$ cat config.mk
export PLATFORM = sky130hd
export DESIGN_NAME = gpio_bank
export DESIGN_NICKNAME = d
export VERILOG_FILES = /design/src/rtl/gpio_bank_pkg.sv /design/src/rtl/gpio_bank_dec.sv /design/src/rtl/gpio_bank_areg.sv /design/src/rtl/gpio_bank_rmux.sv /design/src/rtl/gpio_bank.sv
export SDC_FILE = /design/constraint.sdc
export NUM_CORES = 1
export LEC_CHECK = 0
export BUFFER_PORTS_ARGS = -buffer_cell sky130_fd_sc_hd__buf_2
export CAP_MARGIN = 20
export CORE_AREA = 2 2 243 125
export DETAILED_ROUTE_END_ITERATION = 12
export DIE_AREA = 0 0 245 127
export SLEW_MARGIN = 10
export SYNTH_ARGS = -nofsm -noshare
export SYNTH_HDL_FRONTEND = slang
export SYNTH_SLANG_ARGS = --single-unit
$ cat constraint.sdc
create_clock -name clk -period 1.7 [get_ports clk]
set_input_delay 0.255 -clock clk [delete_from_list [all_inputs] [get_ports clk]]
set_output_delay 0.255 -clock clk [all_outputs]
set_load 0.005 [all_outputs]
$ cat src/rtl/gpio_bank_pkg.sv
package gpio_bank_pkg;

   localparam int NUM_GRP   = 3;               // data, mask A, mask B
   localparam int NUM_CFG   = 5;               // dir, polar, edge, both, inen
   localparam int FIRST_CFG = NUM_GRP * 4;     // index of first config word
   localparam int NUM_REGS  = FIRST_CFG + NUM_CFG;

   localparam int GRP_DATA = 0;
   localparam int GRP_MA   = 1;
   localparam int GRP_MB   = 2;

   localparam int CFG_DIR   = 0;
   localparam int CFG_POLAR = 1;
   localparam int CFG_EDGE  = 2;
   localparam int CFG_BOTH  = 3;
   localparam int CFG_INEN  = 4;

   localparam logic [1:0] SIZE_HALF = 2'd1;

   typedef enum logic [1:0] {
      OP_WRITE = 2'd0,
      OP_CLR   = 2'd1,
      OP_SET   = 2'd2,
      OP_TGL   = 2'd3
   } alias_op_e;

   typedef enum logic [1:0] {
      ERR_NONE  = 2'd0,
      ERR_SIZE  = 2'd1,
      ERR_UNMAP = 2'd2
   } resp_err_e;

endpackage

$ cat src/rtl/gpio_bank_dec.sv
module gpio_bank_dec
   import gpio_bank_pkg::*;
#(
   parameter int ADDR_W     = 8,
   parameter int STRIDE_LG2 = 2,
   localparam int IDX_W     = ADDR_W - STRIDE_LG2
) (
   input  logic              req,
   input  logic              wr,
   input  logic [ADDR_W-1:0] addr,
   input  logic [1:0]        size,
   output resp_err_e         err_code,
   output logic              acc_ok,
   output logic [NUM_GRP-1:0] grp_we,
   output logic [NUM_CFG-1:0] cfg_we,
   output alias_op_e         op,
   output logic [IDX_W-1:0]  sel_idx
);

   logic aligned;
   logic mapped;
   int   idx_i;

   assign sel_idx = addr[ADDR_W-1:STRIDE_LG2];
   assign aligned = (addr[STRIDE_LG2-1:0] == '0);
   assign idx_i   = int'(sel_idx);
   assign mapped  = aligned && (idx_i < NUM_REGS);

   // size check is taken first, then the map check
   always_comb begin
      err_code = ERR_NONE;
      acc_ok   = 1'b0;
      if (req) begin
         if (size != SIZE_HALF) begin
            err_code = ERR_SIZE;
         end else if (!mapped) begin
            err_code = ERR_UNMAP;
         end else begin
            acc_ok = 1'b1;
         end
      end
   end

   always_comb begin
      grp_we = '0;
      cfg_we = '0;
      op     = OP_WRITE;
      if (idx_i < FIRST_CFG) begin
         op = alias_op_e'(sel_idx[1:0]);
      end
      for (int g = 0; g < NUM_GRP; g++) begin
         grp_we[g] = acc_ok && wr && (idx_i < FIRST_CFG) && ((idx_i >> 2) == g);
      end
      for (int c = 0; c < NUM_CFG; c++) begin
         cfg_we[c] = acc_ok && wr && (idx_i == FIRST_CFG + c);
      end
   end

endmodule

$ cat src/rtl/gpio_bank_areg.sv
module gpio_bank_areg
   import gpio_bank_pkg::*;
#(
   parameter int WIDTH     = 16,
   parameter bit EXT_MERGE = 1'b0
) (
   input  logic             clk,
   input  logic             rst_n,
   input  logic             we,
   input  alias_op_e        op,
   input  logic [WIDTH-1:0] wdata,
   input  logic [WIDTH-1:0] ext_en,
   input  logic [WIDTH-1:0] ext_val,
   output logic [WIDTH-1:0] q,
   output logic [WIDTH-1:0] nxt
);

   logic [WIDTH-1:0] bus_res;
   logic [WIDTH-1:0] touch;
   logic [WIDTH-1:0] base;

   always_comb begin
      unique case (op)
         OP_CLR: begin
            bus_res = q & ~wdata;
            touch   = wdata;
         end
         OP_SET: begin
            bus_res = q | wdata;
            touch   = wdata;
         end
         OP_TGL: begin
            bus_res = q ^ wdata;
            touch   = wdata;
         end
         default: begin
            bus_res = wdata;
            touch   = '1;
         end
      endcase
   end

   generate
      if (EXT_MERGE) begin : g_merge
         assign base = (q & ~ext_en) | (ext_val & ext_en);
      end else begin : g_plain
         logic unused_ext;
         assign unused_ext = ^{ext_en, ext_val};
         assign base       = q;
      end
   endgenerate

   // bus-touched bits take the bus result, the rest keep base
   assign nxt = we ? ((bus_res & touch) | (base & ~touch)) : base;

   always_ff @(posedge clk or negedge rst_n) begin
      if (!rst_n) q <= '0;
      else        q <= nxt;
   end

endmodule

$ cat src/rtl/gpio_bank_rmux.sv
module gpio_bank_rmux
   import gpio_bank_pkg::*;
#(
   parameter int WIDTH = 16,
   parameter int IDX_W = 6
) (
   input  logic [IDX_W-1:0]              sel_idx,
   input  logic [NUM_GRP-1:0][WIDTH-1:0] grp_val,
   input  logic [NUM_CFG-1:0][WIDTH-1:0] cfg_val,
   output logic [WIDTH-1:0]              rd_val
);

   int idx_i;
   assign idx_i = int'(sel_idx);

   always_comb begin
      rd_val = '0;
      for (int g = 0; g < NUM_GRP; g++) begin
         if ((idx_i < FIRST_CFG) && ((idx_i >> 2) == g)) rd_val = grp_val[g];
      end
      for (int c = 0; c < NUM_CFG; c++) begin
         if (idx_i == FIRST_CFG + c) rd_val = cfg_val[c];
      end
   end

endmodule

$ cat src/rtl/gpio_bank.sv
module gpio_bank
   import gpio_bank_pkg::*;
#(
   parameter int WIDTH      = 16,
   parameter int ADDR_W     = 8,
   parameter int STRIDE_LG2 = 2
) (
   input  logic              clk,
   input  logic              rst_n,
   input  logic              bus_req,
   input  logic              bus_wr,
   input  logic [ADDR_W-1:0] bus_addr,
   input  logic [1:0]        bus_size,
   input  logic [WIDTH-1:0]  bus_wdata,
   output logic [WIDTH-1:0]  bus_rdata,
   output logic [1:0]        bus_err,
   input  logic [WIDTH-1:0]  pin_upd_en,
   input  logic [WIDTH-1:0]  pin_upd_val,
   input  logic [WIDTH-1:0]  irq_state,
   output logic [WIDTH-1:0]  pin_out,
   output logic [WIDTH-1:0]  pin_oe,
   output logic [WIDTH-1:0]  out_chg,
   output logic [WIDTH-1:0]  cfg_dir,
   output logic [WIDTH-1:0]  cfg_polar,
   output logic [WIDTH-1:0]  cfg_edge,
   output logic [WIDTH-1:0]  cfg_both,
   output logic [WIDTH-1:0]  cfg_inen,
   output logic              irq_a,
   output logic              irq_b
);

   localparam int IDX_W = ADDR_W - STRIDE_LG2;

   generate
      if (WIDTH < 1) begin : g_bad_width
         $error("gpio_bank: WIDTH must be at least 1");
      end
      if (STRIDE_LG2 < 1) begin : g_bad_stride
         $error("gpio_bank: STRIDE_LG2 must be at least 1");
      end
      if (IDX_W < $clog2(NUM_REGS)) begin : g_bad_addr
         $error("gpio_bank: ADDR_W too narrow for the register count");
      end
   endgenerate

   resp_err_e                  err_code;
   logic                       acc_ok;
   logic [NUM_GRP-1:0]         grp_we;
   logic [NUM_CFG-1:0]         cfg_we;
   alias_op_e                  op;
   logic [IDX_W-1:0]           sel_idx;
   logic [NUM_GRP-1:0][WIDTH-1:0] grp_q, grp_nxt;
   logic [NUM_CFG-1:0][WIDTH-1:0] cfg_q, cfg_nxt;
   logic [WIDTH-1:0]           rd_val;
   logic [WIDTH-1:0]           data_ext_en;

   gpio_bank_dec #(
      .ADDR_W     (ADDR_W),
      .STRIDE_LG2 (STRIDE_LG2)
   ) i_dec (
      .req      (bus_req),
      .wr       (bus_wr),
      .addr     (bus_addr),
      .size     (bus_size),
      .err_code (err_code),
      .acc_ok   (acc_ok),
      .grp_we   (grp_we),
      .cfg_we   (cfg_we),
      .op       (op),
      .sel_idx  (sel_idx)
   );

   // pin updates land only on enabled inputs
   assign data_ext_en = pin_upd_en & ~cfg_q[CFG_DIR] & cfg_q[CFG_INEN];

   generate
      for (genvar g = 0; g < NUM_GRP; g++) begin : g_grp
         gpio_bank_areg #(
            .WIDTH     (WIDTH),
            .EXT_MERGE (g == GRP_DATA)
         ) i_reg (
            .clk     (clk),
            .rst_n   (rst_n),
            .we      (grp_we[g]),
            .op      (op),
            .wdata   (bus_wdata),
            .ext_en  ((g == GRP_DATA) ? data_ext_en : '0),
            .ext_val (pin_upd_val),
            .q       (grp_q[g]),
            .nxt     (grp_nxt[g])
         );
      end
      for (genvar c = 0; c < NUM_CFG; c++) begin : g_cfg
         gpio_bank_areg #(
            .WIDTH     (WIDTH),
            .EXT_MERGE (1'b0)
         ) i_reg (
            .clk     (clk),
            .rst_n   (rst_n),
            .we      (cfg_we[c]),
            .op      (OP_WRITE),
            .wdata   (bus_wdata),
            .ext_en  ('0),
            .ext_val ('0),
            .q       (cfg_q[c]),
            .nxt     (cfg_nxt[c])
         );
      end
   endgenerate

   gpio_bank_rmux #(
      .WIDTH (WIDTH),
      .IDX_W (IDX_W)
   ) i_rmux (
      .sel_idx (sel_idx),
      .grp_val (grp_q),
      .cfg_val (cfg_q),
      .rd_val  (rd_val)
   );

   // response stage, one cycle after the request
   always_ff @(posedge clk or negedge rst_n) begin
      if (!rst_n) begin
         bus_rdata <= '0;
         bus_err   <= ERR_NONE;
      end else begin
         bus_rdata <= (acc_ok && !bus_wr) ? rd_val : '0;
         bus_err   <= err_code;
      end
   end

   // output-change pulse and masked interrupt lines
   always_ff @(posedge clk or negedge rst_n) begin
      if (!rst_n) begin
         out_chg <= '0;
         irq_a   <= 1'b0;
         irq_b   <= 1'b0;
      end else begin
         if (grp_we[GRP_DATA] || cfg_we[CFG_DIR]) begin
            out_chg <= cfg_nxt[CFG_DIR] & (grp_nxt[GRP_DATA] ^ grp_q[GRP_DATA]);
         end else begin
            out_chg <= '0;
         end
         irq_a <= |(irq_state & grp_q[GRP_MA]);
         irq_b <= |(irq_state & grp_q[GRP_MB]);
      end
   end

   logic [NUM_GRP-1:0][WIDTH-1:0] unused_nxt;
   assign unused_nxt = {grp_nxt[GRP_MB], grp_nxt[GRP_MA], {WIDTH{1'b0}}};

   assign pin_out   = grp_q[GRP_DATA];
   assign pin_oe    = cfg_q[CFG_DIR];
   assign cfg_dir   = cfg_q[CFG_DIR];
   assign cfg_polar = cfg_q[CFG_POLAR];
   assign cfg_edge  = cfg_q[CFG_EDGE];
   assign cfg_both  = cfg_q[CFG_BOTH];
   assign cfg_inen  = cfg_q[CFG_INEN];

endmodule

==> impl_results.rst <==
.. list-table::
   :header-rows: 1

   * - Metric
     - Value
   * - Outcome
     - finished, final reports clean
   * - Core Util, Final
     - 49.30%
   * - Number of cells in the finished layout apart from fillers
     - 1,772
   * - Num Clock Sinks
     - 164
   * - Number of nets in the synthesized netlist
     - 1,264
   * - Number of antenna violations at the first check in global routing
     - 0
   * - Clock latency at the later pin of the worst-skew pair
     - 0.45 ns
   * - Number of standard-cell rows in the floorplan
     - 44
   * - Number of placed instances, taps included
     - 1,731
   * - CORE AREA
     - 0.02879 mm2
   * - TritonCTS clock tree
     - yes
   * - Leak pwr
     - 7.258 nW
   * - Final setup vio count
     - 0
   * - I/O pin count
     - 226
   * - Pre-Repair DR Iteration Count
     - 5
   * - DIE AREA
     - 0.03112 mm2
   * - DP HPWL
     - 28,030 um
   * - Ys Warns
     - 0
   * - Final hold slack
     - 0.06551 ns
   * - Kind of path behind the tightest hold check
     - in -> reg
   * - CTS clk-pin slew, worst paths
     - 0.07 ns
   * - Die X-Extent
     - 245 um
   * - Distinct cell type count after synthesis
     - 46
   * - Share of cells above drive strength 1
     - 37.94%
   * - Drt total wl
     - 37,700 um
   * - Pin count of the biggest net entering global routing
     - 49
   * - Layout overhead on the synthesized area
     - 30.25%
   * - Final Hold Vio Count
     - 0
   * - Number of max-slew violations in the final report
     - 0
   * - Routed wirelength normalized by instance count
     - 21.27 um
   * - Setup repair after global routing missed its margin
     - yes
   * - Starting density of the core
     - 37.85%
   * - Biggest area consumer among synthesized cells
     - dfrtp_1
   * - Main flop type after synthesis
     - dfrtp_1
   * - Relative slew slack
     - 66.88%
   * - Detailed-route DRC error count
     - 0
   * - Start point of the critical path
     - g_grp[0].i_reg.q[7]$_DFF_PN0_
   * - Arrival time of data at the critical path endpoint
     - 2.04 ns
   * - CP peak stage delay
     - 0.44 ns
   * - Top cell type's share of synthesized area
     - 37.65%
   * - Crit path capture type
     - flop
   * - Post-synth design cell area
     - 0.01090 mm2
   * - Wire length of the first global-routing pass
     - 57,950 um
   * - All-layer global routing usage
     - 24.37%
   * - Share of the clock period used by the worst path after layout
     - 98.10%
   * - Cells after Synth
     - 1,090
   * - Slew at the pin closest to its max-slew limit
     - 0.4917 ns
   * - Global route total overflow
     - 0
   * - CP Launch Type
     - flop
   * - Via count of the first global-routing pass
     - 9,951
   * - Power Total
     - 9.520 mW
   * - Final estimated routing congestion in global placement
     - 0.9592
   * - Number of max-cap violations
     - 0
   * - Maximum vdd ir drop
     - 0.0007280 V
   * - Number of synthesized flops with an enable pin
     - 0
   * - Maximum level of the CTS H-tree
     - 4
   * - Commonest cells in the netlist
     - dfrtp_1 (164), o21ai_0 (149), ha_1 (96), mux2i_1 (94), a22oi_1 (79)
   * - RR Startpoint
     - g_grp[0].i_reg.q[7]$_DFF_PN0_
   * - Maximum clock insertion buffer count
     - 2
   * - Critical Path Fanout Max
     - 4
   * - 1st-iter DRT viols
     - 756
   * - Final nets
     - 1,542
   * - Cell type of the slowest stage on the worst timing path
     - dfrtp_2
   * - Async set or reset register ratio after synthesis
     - 100.0%
   * - Y dimension of the die
     - 127 um
   * - Final worst clock skew
     - 0.01111 ns
   * - Leading cell type by number of instances after synthesis
     - dfrtp_1
   * - Min-delay src
     - bus_size[1]
   * - Critical-path cell list
     - inv_2, ha_4, mux2i_2, a22oi_1, o211a_1, o21a_1, nor3_2
   * - Count of buffers inserted at the top-level ports
     - 225
   * - Largest cells by area after synthesis
     - dfrtp_1 (38%), ha_1 (11%), mux2i_1 (8.6%), o21ai_0 (6.8%), mux2_2 (5.7%)
   * - Via density
     - 5.619
   * - Number of buffers added by the clock tree synthesis step
     - 17
   * - Clk Tree Root Cell
     - clkbuf_16
   * - Worst endpoint required time
     - 2.08 ns
   * - Fraction of the yosys area taken by sequential cells
     - 37.65%
   * - CP Class
     - reg -> reg
   * - Final min period
     - 1.668 ns
   * - Fmax
     - 599.6 MHz
   * - Register bit total from synthesis
     - 164
   * - N_diodes
     - 0
   * - Average cell area after synthesis
     - 9.999 um2
   * - Residual antenna-violating net count after detailed routing
     - 0
   * - R2r setup slk
     - 0.03 ns
   * - Vias after detailed routing
     - 9,956
   * - Fillers
     - 2,613
   * - Power density over the cells
     - 670.6 mW/mm2
## worst max-delay path: cells and delay by family (launching register included)
family | cells | cell delay (ns)
multiplexers | 1 | 0.15
AO/OA/AOI/OAI | 3 | 0.58
adder cells (fa/ha/maj) | 1 | 0.19
flip-flops | 1 | 0.44
buffers and inverters | 1 | 0.07
AND/OR/NAND/NOR | 1 | 0.15
## cell type report
| type | count | area (um2) | area share, % |
|---|---|---|---|
| clock buffer | 20 | 466.7 | 3.288 |
| sequential | 164 | 4110 | 28.95 |
| clock inverter | 12 | 156.4 | 1.102 |
| inverter | 66 | 247.7 | 1.745 |
| multi-input combinational | 757 | 6316 | 44.49 |
| tap | 391 | 489.2 | 3.446 |
| timing repair buffer | 362 | 2410 | 16.98 |
## through the flow
stage	instance area [um2]	setup TNS, ns	setup slack, ns
finish	14200	0	0.03234
global route	14200	-0.1646	-0.05682
CTS	14050	0	0.01272
detailed placement	13420	-30.72	-0.3822
global placement	13420	-27.74	-0.3265
floorplan	11220	-4.553	-0.1395
## logic make-up (layout without fill, tap and decap cells)
| logic type | count (synthesis) | in the layout | share of synthesized area [%] |
|---|---|---|---|
| AOI/OAI and AO/OA | 338 | 338 | 19.63 |
| DFF | 164 | 164 | 37.65 |
| buffers and inverters | 169 | 460 | 7.209 |
| and+or+nand+nor | 165 | 165 | 9.138 |
| muxes | 158 | 158 | 15.35 |
| adders and majority gates | 96 | 96 | 11.02 |
## repair_timing
| item | in CTS | in global routing |
|---|---|---|
| pin swaps | 0 | 11 |
| setup buffers | 0 | 8 |
| endpoints found under the hold margin | 29 | 0 |
| resized for setup | 2 | 19 |
| endpoints found under the setup margin | 3 | 16 |
| hold buffers | 1 | 0 |
## cells in the final DEF, fill, tap and decap left out, types with 4 or more instances in the layout
master	netlist	routed
o21ai_1	9	9
clkbuf_16	0	18
buf_4	25	116
or3_1	18	18
mux2_4	0	20
nand3b_1	17	17
ha_1	96	93
a22oi_1	79	79
o21ai_0	149	149
or2_4	0	10
dfrtp_1	164	159
mux2_1	8	8
nand2_1	34	34
inv_6	0	4
or2_2	17	7
inv_1	66	63
nor2_1	6	5
a22o_1	8	8
inv_8	0	4
nor3_2	11	26
a21oi_4	0	10
a21oi_1	39	39
nor3_1	39	24
mux2_2	55	35
buf_2	22	224
buf_12	0	18
a221oi_1	8	8
o21a_1	16	16
dfrtp_2	0	5
o211a_1	16	16
mux2i_1	94	92
## per-layer routing
metal	vias to the layer above	global-route usage, %	wire (um)
li1	4502	-	-
met1	5028	31.38	16210
met2	354	41.14	18410
met3	72	3.824	1880
met4	0	10.11	1191
met5	-	0	0
## where the power goes
group	total, mW	switching, mW	internal, mW
Combinational	1.33	0.769	0.566
Clock	4.17	1.83	2.34
Sequential	4.01	0.0632	3.95
## worst paths after layout
path,to,cells after the start
worst max-delay path,out_chg[7]$_DFF_PN0_,7
worst min-delay path,bus_err[0]$_DFF_PN0_,3
worst max register to register,out_chg[7]$_DFF_PN0_,7
worst min register to register,g_cfg[2].i_reg.q[11]$_DFFE_PN0P_,1
max in group asynchronous,g_grp[0].i_reg.q[2]$_DFF_PN0_,3
min in group asynchronous,async pin,2
(Power assumes the default switching activity.)
